==> src/rtl/ctrl_poll_pkg.sv <==
package ctrl_poll_pkg;

   // Action that the sequencer issues to the result bank for one poll tick
   typedef enum logic [1:0] {
      ACT_NONE  = 2'd0,
      ACT_LATCH = 2'd1,
      ACT_CLEAR = 2'd2,
      ACT_SHIFT = 2'd3
   } poll_act_e;

   // Index of the idle step for a given word width: latch + clear + two steps per bit
   function automatic int idle_step(input int word_w);
      return 2 * word_w + 1;
   endfunction

endpackage

==> src/rtl/poll_tick_gen.sv <==
module poll_tick_gen #(
   parameter int TICK_BITS = 7
) (
   input  logic clk,
   input  logic rst_n,
   input  logic step_tick_i,
   output logic poll_tick_o
);

   initial begin
      if (TICK_BITS < 1) $error("poll_tick_gen: TICK_BITS must be at least 1");
   end

   logic [TICK_BITS-1:0] cnt_q;

   always_ff @(posedge clk or negedge rst_n) begin
      if (!rst_n)           cnt_q <= '0;
      else if (step_tick_i) cnt_q <= cnt_q + 1'b1;
   end

   assign poll_tick_o = step_tick_i && (cnt_q == '0);

endmodule

==> src/rtl/poll_seq.sv <==
module poll_seq
   import ctrl_poll_pkg::*;
#(
   parameter int WORD_W = 16,
   parameter int HPOS_W = 9,
   parameter int VPOS_W = 9,
   parameter int WIN_LO = 130,
   parameter int WIN_HI = 256
) (
   input  logic              clk,
   input  logic              rst_n,
   input  logic              step_tick_i,
   input  logic              poll_tick_i,
   input  logic [HPOS_W-1:0] hpos_i,
   input  logic [VPOS_W-1:0] vpos_i,
   input  logic [VPOS_W-1:0] vis_lines_i,
   input  logic              en_i,
   output poll_act_e         act_o,
   output logic              latch_o,
   output logic              busy_o
);

   localparam int IDLE   = idle_step(WORD_W);
   localparam int STEP_W = $clog2(IDLE + 1);

   logic [STEP_W-1:0] step_q, step_d, eff_step;
   logic              frame_start, in_window, live;
   logic              latch_q;

   assign frame_start = step_tick_i && (hpos_i == '0) && (vpos_i == '0);
   assign in_window   = (vpos_i == vis_lines_i)
                     && (hpos_i >= HPOS_W'(WIN_LO))
                     && (hpos_i <= HPOS_W'(WIN_HI));
   assign eff_step    = in_window ? '0 : step_q;
   assign live        = poll_tick_i && en_i && !frame_start
                     && (eff_step < STEP_W'(IDLE));

   always_comb begin
      act_o = ACT_NONE;
      if (live) begin
         if (eff_step == STEP_W'(0))      act_o = ACT_LATCH;
         else if (eff_step == STEP_W'(1)) act_o = ACT_CLEAR;
         else if (!eff_step[0])           act_o = ACT_SHIFT;
      end
   end

   always_comb begin
      step_d = step_q;
      if (frame_start) step_d = STEP_W'(IDLE);
      else if (live)   step_d = eff_step + 1'b1;
   end

   always_ff @(posedge clk or negedge rst_n) begin
      if (!rst_n) begin
         step_q  <= STEP_W'(IDLE);
         latch_q <= 1'b0;
      end else begin
         step_q <= step_d;
         if (act_o == ACT_LATCH)      latch_q <= 1'b1;
         else if (act_o == ACT_CLEAR) latch_q <= 1'b0;
      end
   end

   assign latch_o = latch_q;
   assign busy_o  = (step_q < STEP_W'(IDLE));

endmodule

==> src/rtl/poll_shift_bank.sv <==
module poll_shift_bank
   import ctrl_poll_pkg::*;
#(
   parameter int WORD_W    = 16,
   parameter int LANES     = 4,
   parameter bit MSB_FIRST = 1'b1
) (
   input  logic                         clk,
   input  logic                         rst_n,
   input  poll_act_e                    act_i,
   input  logic [LANES-1:0]             bits_i,
   output logic [LANES-1:0][WORD_W-1:0] words_o
);

   for (genvar g = 0; g < LANES; g++) begin : g_lane
      logic [WORD_W-1:0] word_q;

      always_ff @(posedge clk or negedge rst_n) begin
         if (!rst_n) begin
            word_q <= '0;
         end else if (act_i == ACT_CLEAR) begin
            word_q <= '0;
         end else if (act_i == ACT_SHIFT) begin
            if (MSB_FIRST) word_q <= {word_q[WORD_W-2:0], bits_i[g]};
            else           word_q <= {bits_i[g], word_q[WORD_W-1:1]};
         end
      end

      assign words_o[g] = word_q;
   end

endmodule

==> src/rtl/ctrl_autopoll.sv <==
module ctrl_autopoll
   import ctrl_poll_pkg::*;
#(
   parameter int WORD_W    = 16,
   parameter int TICK_BITS = 7,
   parameter int HPOS_W    = 9,
   parameter int VPOS_W    = 9,
   parameter int WIN_LO    = 130,
   parameter int WIN_HI    = 256,
   parameter bit MSB_FIRST = 1'b1
) (
   input  logic              clk,
   input  logic              rst_n,
   input  logic              step_tick_i,
   input  logic [HPOS_W-1:0] hpos_i,
   input  logic [VPOS_W-1:0] vpos_i,
   input  logic [VPOS_W-1:0] vis_lines_i,
   input  logic              poll_en_i,
   input  logic [1:0]        port_a_i,
   input  logic [1:0]        port_b_i,
   output logic              latch_o,
   output logic [WORD_W-1:0] word0_o,
   output logic [WORD_W-1:0] word1_o,
   output logic [WORD_W-1:0] word2_o,
   output logic [WORD_W-1:0] word3_o,
   output logic              busy_o
);

   localparam int LANES = 4;

   initial begin
      if (WORD_W < 2)                $error("ctrl_autopoll: WORD_W must be at least 2");
      if (WIN_LO > WIN_HI)           $error("ctrl_autopoll: empty start window");
      if (WIN_HI >= (1 << HPOS_W))   $error("ctrl_autopoll: HPOS_W too narrow for window");
      if (WIN_LO < 1)                $error("ctrl_autopoll: window must exclude position 0");
   end

   logic                         poll_tick;
   poll_act_e                    act;
   logic [LANES-1:0]             lane_bits;
   logic [LANES-1:0][WORD_W-1:0] words;

   // lane k takes line k/2 of port A (k even) or port B (k odd)
   assign lane_bits = {port_b_i[1], port_a_i[1], port_b_i[0], port_a_i[0]};

   poll_tick_gen #(
      .TICK_BITS (TICK_BITS)
   ) u_tick (
      .clk         (clk),
      .rst_n       (rst_n),
      .step_tick_i (step_tick_i),
      .poll_tick_o (poll_tick)
   );

   poll_seq #(
      .WORD_W (WORD_W),
      .HPOS_W (HPOS_W),
      .VPOS_W (VPOS_W),
      .WIN_LO (WIN_LO),
      .WIN_HI (WIN_HI)
   ) u_seq (
      .clk         (clk),
      .rst_n       (rst_n),
      .step_tick_i (step_tick_i),
      .poll_tick_i (poll_tick),
      .hpos_i      (hpos_i),
      .vpos_i      (vpos_i),
      .vis_lines_i (vis_lines_i),
      .en_i        (poll_en_i),
      .act_o       (act),
      .latch_o     (latch_o),
      .busy_o      (busy_o)
   );

   poll_shift_bank #(
      .WORD_W    (WORD_W),
      .LANES     (LANES),
      .MSB_FIRST (MSB_FIRST)
   ) u_bank (
      .clk     (clk),
      .rst_n   (rst_n),
      .act_i   (act),
      .bits_i  (lane_bits),
      .words_o (words)
   );

   assign word0_o = words[0];
   assign word1_o = words[1];
   assign word2_o = words[2];
   assign word3_o = words[3];

endmodule

==> config.mk <==
export PLATFORM = sky130hd
export DESIGN_NAME = ctrl_autopoll
export DESIGN_NICKNAME = d
export VERILOG_FILES = /design/src/rtl/ctrl_poll_pkg.sv /design/src/rtl/poll_tick_gen.sv /design/src/rtl/poll_seq.sv /design/src/rtl/poll_shift_bank.sv /design/src/rtl/ctrl_autopoll.sv
export SDC_FILE = /design/constraint.sdc
export NUM_CORES = 1
export LEC_CHECK = 0
export ABC_AREA = 1
export BUFFER_PORTS_ARGS = -buffer_cell sky130_fd_sc_hd__buf_2
export CORE_UTILIZATION = 45
export DETAILED_ROUTE_END_ITERATION = 16
export GPL_TIMING_DRIVEN = 0
export HOLD_SLACK_MARGIN = 0.1
export PLACE_DENSITY = 0.69
export SLEW_MARGIN = 20
export SYNTH_ARGS = -nofsm -noshare
export SYNTH_HDL_FRONTEND = slang
export SYNTH_SLANG_ARGS = --single-unit
==> constraint.sdc <==
create_clock -name clk -period 2.95 [get_ports clk]
set_clock_uncertainty 0.1 [all_clocks]
set_input_delay 0.1475 -clock clk [delete_from_list [all_inputs] [get_ports clk]]
set_output_delay 0.1475 -clock clk [all_outputs]
set_load 0.01 [all_outputs]
==> flow_summary.yaml <==
route:
  finalWirelength_um: 7789
  drc: 0
  vias: 3137
  detailedRoute.firstPassIterationCount: 5
  drt_first_iter_violations: 104
  detail-route-antenna-nets: 0
  wl_per_cell_um: 12.04
  vias_per_cell: 4.849
worst_setup_path:
  worstSetupStartpointType: "input port"
  cp_data_required_time_ns: 3.07
  critical_path_arrival_ns: 2.80
  worst-r2r-cell-count: 11
  rr_startpoint: "u_tick.cnt_q[3]$_DFFE_PN0P_"
  worst_r2r_endpoint: "u_bank.g_lane[2].word_q[1]$_DFFE_PN0P_"
  worst_setup_path_endpoint: "u_bank.g_lane[2].word_q[1]$_DFFE_PN0P_"
  reg2reg_slack_ns: 0.37
  critical_path_class: "input port to flip-flop"
  cp-startpoint: "hpos_i[1]"
  worst_path_maximum_fanout: 10
  worst_setup_path_end_kind: "flip-flop"
yosys:
  post-synth-top-area-fraction_pct: 52.98
  netlist_area_um2: 3590
  yosys.cell_types.count: 29
  ys_ff_latch: 78
  yosys-top-cells-area: "sky130_fd_sc_hd__dfrtp_1 53%, sky130_fd_sc_hd__nand2_1 11%, sky130_fd_sc_hd__inv_1 6.9%"
  netlist.top_cell.by_area: "sky130_fd_sc_hd__dfrtp_1"
  number_of_warnings_printed_during_yosys_synthesis: 0
  synth_cells: 417
  post_synth.cell_area_avg_um2: 8.608
  sequential_to_total_area_share_from_yosys_stat_pct: 54.44
  synth.net_count: 459
placement:
  place_ws_ns: -0.6881
  port_buffers: 100
  postPlaceCellArea_um2: 4248
  finalWeightedCongestion: 0.7823
  post-dp-hpwl_um: 5611
floorplanning:
  die_area_um2: 8338
  rows: 32
  core_region_area_um2: 7727
  die_width_um: 91.32
  io-pin-count: 101
  initial_core_util_pct: 46.45
  die_height_um: 91.32
clock_tree:
  htree_levels: 3
  clk-insertion-delay-late_ns: 0.34
  cts_tree: "built"
  cts_inserted_buffers: 9
  cts.path.max_buffers: 2
  clock_sink_count: 78
  ctsRootBufferMaster: "sky130_fd_sc_hd__clkbuf_8"
  cts.reportedPaths.clkPinSlew_ns: 0.08
timing:
  period_minus_slack_ns: 2.684
  slew-limit-headroom_pct: 70.56
  maxSlewViolCount: 0
  finalSetupViolCount: 0
  max_clock_freq_ghz: 0.3726
  post-route-period-util_pct: 90.98
  timing.final.hold_violations: 0
  rsz0062_at_grt: "false"
  worst_slack_ns: 0.2661
  tightestPinTransition_ns: 0.4376
layout:
  final_net_count: 582
  finalInstanceArea_um2: 4586
  area_delta_synth_final_pct: 27.74
  layout-drive-gt1-share_pct: 28.81
  antennaDiodeCount: 0
outcome:
  run_status: "finished clean"
global_route:
  global_route_wire_length_before_repair_um: 13220
  grt_max_degree: 56
  grt_pass1_vias: 2930
  grt.total_usage_pct: 19.90
  grt_antenna_before_repair: 0
  grt_overflow_total: 0
power:
  switchingPower_mw: 0.5476
  internal_power_mw: 1.561
  p_comb_share_pct: 10.3
  power_density_cells_nw_per_um2: 459.8
  irDropWorstVdd_uv: 272.4
  switching_share_pct: 25.97
  pwr-share-seq_pct: 54.6
  power.share.clock_pct: 35.1
  p_leak_nw: 2.589
worst_hold_path:
  worst_hold_check_path_type: "input port to asynchronous set/reset pin"
run:
  cap_violations: 0
-- cells in the final DEF (no fill, tap or decap), types with 8 or more instances in the layout --
master	count
sky130_fd_sc_hd__o22ai_1	32
sky130_fd_sc_hd__nand3_1	45
sky130_fd_sc_hd__nor2_1	12
sky130_fd_sc_hd__buf_2	102
sky130_fd_sc_hd__nand2_1	103
sky130_fd_sc_hd__dlygate4sd3_1	10
sky130_fd_sc_hd__o21ai_0	14
sky130_fd_sc_hd__dfrtp_1	76
sky130_fd_sc_hd__clkbuf_8	11
sky130_fd_sc_hd__inv_1	66
sky130_fd_sc_hd__clkbuf_2	8
-- layer usage --
layer	vias to the layer above	global-route usage [%]	wire length, µm
met5	-	0	0
met4	0	6.614	129
met3	15	4.774	321
met2	76	32.07	3651
met1	1447	26.46	3687
li1	1599	-	-
-- cell families (layout without fill, tap and decap cells) --
family / count (synthesis) / after routing / share of synthesized area, %
AOI/OAI and AO/OA: 52 / 52 / 9.097
adders and majority gates: 7 / 7 / 2.440
DFF: 78 / 78 / 54.44
xor gates and xnor gates: 7 / 7 / 1.708
and+or+nand+nor: 184 / 184 / 22.59
buffers and inverters: 88 / 216 / 9.411
muxes: 1 / 1 / 0.3137
-- flip-flops by register name (all words and copies together) (netlist names) --
| name | cells |
|---|---|
| u_tick.cnt_q | 7 |
| u_bank.g_lane.word_q | 64 |
| u_seq.latch_o | 1 |
| u_seq.step_q | 6 |
-- area by class of cell --
type	instances	area [µm²]
inverter	73	275.3
clock inverter	5	33.78
tap	102	127.6
fill	687	3142
sequential	78	1954
buffer	14	77.57
clock buffer	11	151.4
timing repair buffer	113	658.1
multi-input combinational	251	1308
-- metrics by stage --
step | utilization [%] | power (mW) | hold slack, ns | cells | setup TNS [ns]
after floorplan | - | 1.300 | -0.2481 | 417 | 0
after global placement | 54.58 | 1.369 | 0.2832 | 619 | -23.55
after detailed placement | 54.97 | 1.382 | -0.02386 | 620 | -28.03
after CTS | 58.71 | 2.136 | 0.1410 | 646 | 0
after global routing | 59.34 | 2.211 | 0.1831 | 647 | 0
final | 59.34 | 2.108 | 0.1456 | 647 | 0
-- worst min-delay path by stage --
stage | start | endpoint | slack, ns | cells past startpoint
floorplan | rst_n | u_bank.g_lane[0].word_q[0]$_DFFE_PN0P_ | -0.25 | 0
global placement | port_a_i[1] | u_bank.g_lane[2].word_q[0]$_DFFE_PN0P_ | 0.28 | 3
detailed placement | rst_n | u_bank.g_lane[0].word_q[5]$_DFFE_PN0P_ | -0.02 | 1
CTS | rst_n | u_bank.g_lane[0].word_q[7]$_DFFE_PN0P_ | 0.14 | 2
global route | rst_n | u_bank.g_lane[0].word_q[7]$_DFFE_PN0P_ | 0.18 | 2
finish | rst_n | u_bank.g_lane[0].word_q[7]$_DFFE_PN0P_ | 0.15 | 2
-- power groups by stage --
stage          clock [mW]  sequential [mW]  combinational [mW]
2_1_floorplan           0             1.16               0.136
3_3_place_gp            0             1.17               0.201
3_5_place_dp            0             1.17               0.213
4_1_cts             0.763             1.15               0.223
5_1_grt             0.798             1.16               0.257
6_report            0.740             1.15               0.218
-- cells in the mapped netlist --
cell,instances
sky130_fd_sc_hd__nand4_1,6
sky130_fd_sc_hd__mux2_2,1
sky130_fd_sc_hd__xnor2_1,3
sky130_fd_sc_hd__or2_2,1
sky130_fd_sc_hd__nor4_1,2
sky130_fd_sc_hd__o21bai_1,1
sky130_fd_sc_hd__clkinv_1,1
sky130_fd_sc_hd__xor2_1,4
sky130_fd_sc_hd__ha_1,7
sky130_fd_sc_hd__dfrtp_1,76
sky130_fd_sc_hd__nand3_2,3
sky130_fd_sc_hd__nand2_2,3
sky130_fd_sc_hd__dfstp_2,2
sky130_fd_sc_hd__o22ai_1,32
sky130_fd_sc_hd__inv_1,66
sky130_fd_sc_hd__nor2_2,4
sky130_fd_sc_hd__o21ai_2,1
sky130_fd_sc_hd__clkbuf_1,12
sky130_fd_sc_hd__nand2_1,103
sky130_fd_sc_hd__inv_2,6
sky130_fd_sc_hd__o31ai_1,2
sky130_fd_sc_hd__buf_6,1
sky130_fd_sc_hd__a21oi_4,1
sky130_fd_sc_hd__nor2_1,13
sky130_fd_sc_hd__buf_1,2
sky130_fd_sc_hd__nor3_1,4
sky130_fd_sc_hd__nand3_1,45
sky130_fd_sc_hd__o21ai_0,14
sky130_fd_sc_hd__o41ai_1,1
-- worst max-delay path, stage by stage --
cell	delay (ns)
sky130_fd_sc_hd__buf_2	0.09
sky130_fd_sc_hd__nor2_1	0.13
sky130_fd_sc_hd__nand2_1	0.11
sky130_fd_sc_hd__nor2_2	0.15
sky130_fd_sc_hd__nor2_1	0.07
sky130_fd_sc_hd__nor2_2	0.08
sky130_fd_sc_hd__nand3_2	0.09
sky130_fd_sc_hd__buf_6	0.15
sky130_fd_sc_hd__nand2_1	0.13
sky130_fd_sc_hd__ha_1	0.19
sky130_fd_sc_hd__nand3_2	0.12
sky130_fd_sc_hd__a21oi_4	0.25
sky130_fd_sc_hd__nand3_2	0.11
sky130_fd_sc_hd__inv_2	0.07
sky130_fd_sc_hd__ha_2	0.22
sky130_fd_sc_hd__inv_1	0.07
sky130_fd_sc_hd__nand2_1	0.21
sky130_fd_sc_hd__buf_2	0.28
sky130_fd_sc_hd__o22ai_1	0.12
-- what timing repair did --
action | 4_1_cts | 5_1_grt
hold endpoints to repair | 85 | 0
buffers inserted | 0 | 2
hold buffers | 10 | 0
resized for setup | 2 | 30
pin swaps | 0 | 2
setup endpoints to repair | 36 | 54
Note: power is estimated with default switching activity, not from simulation.
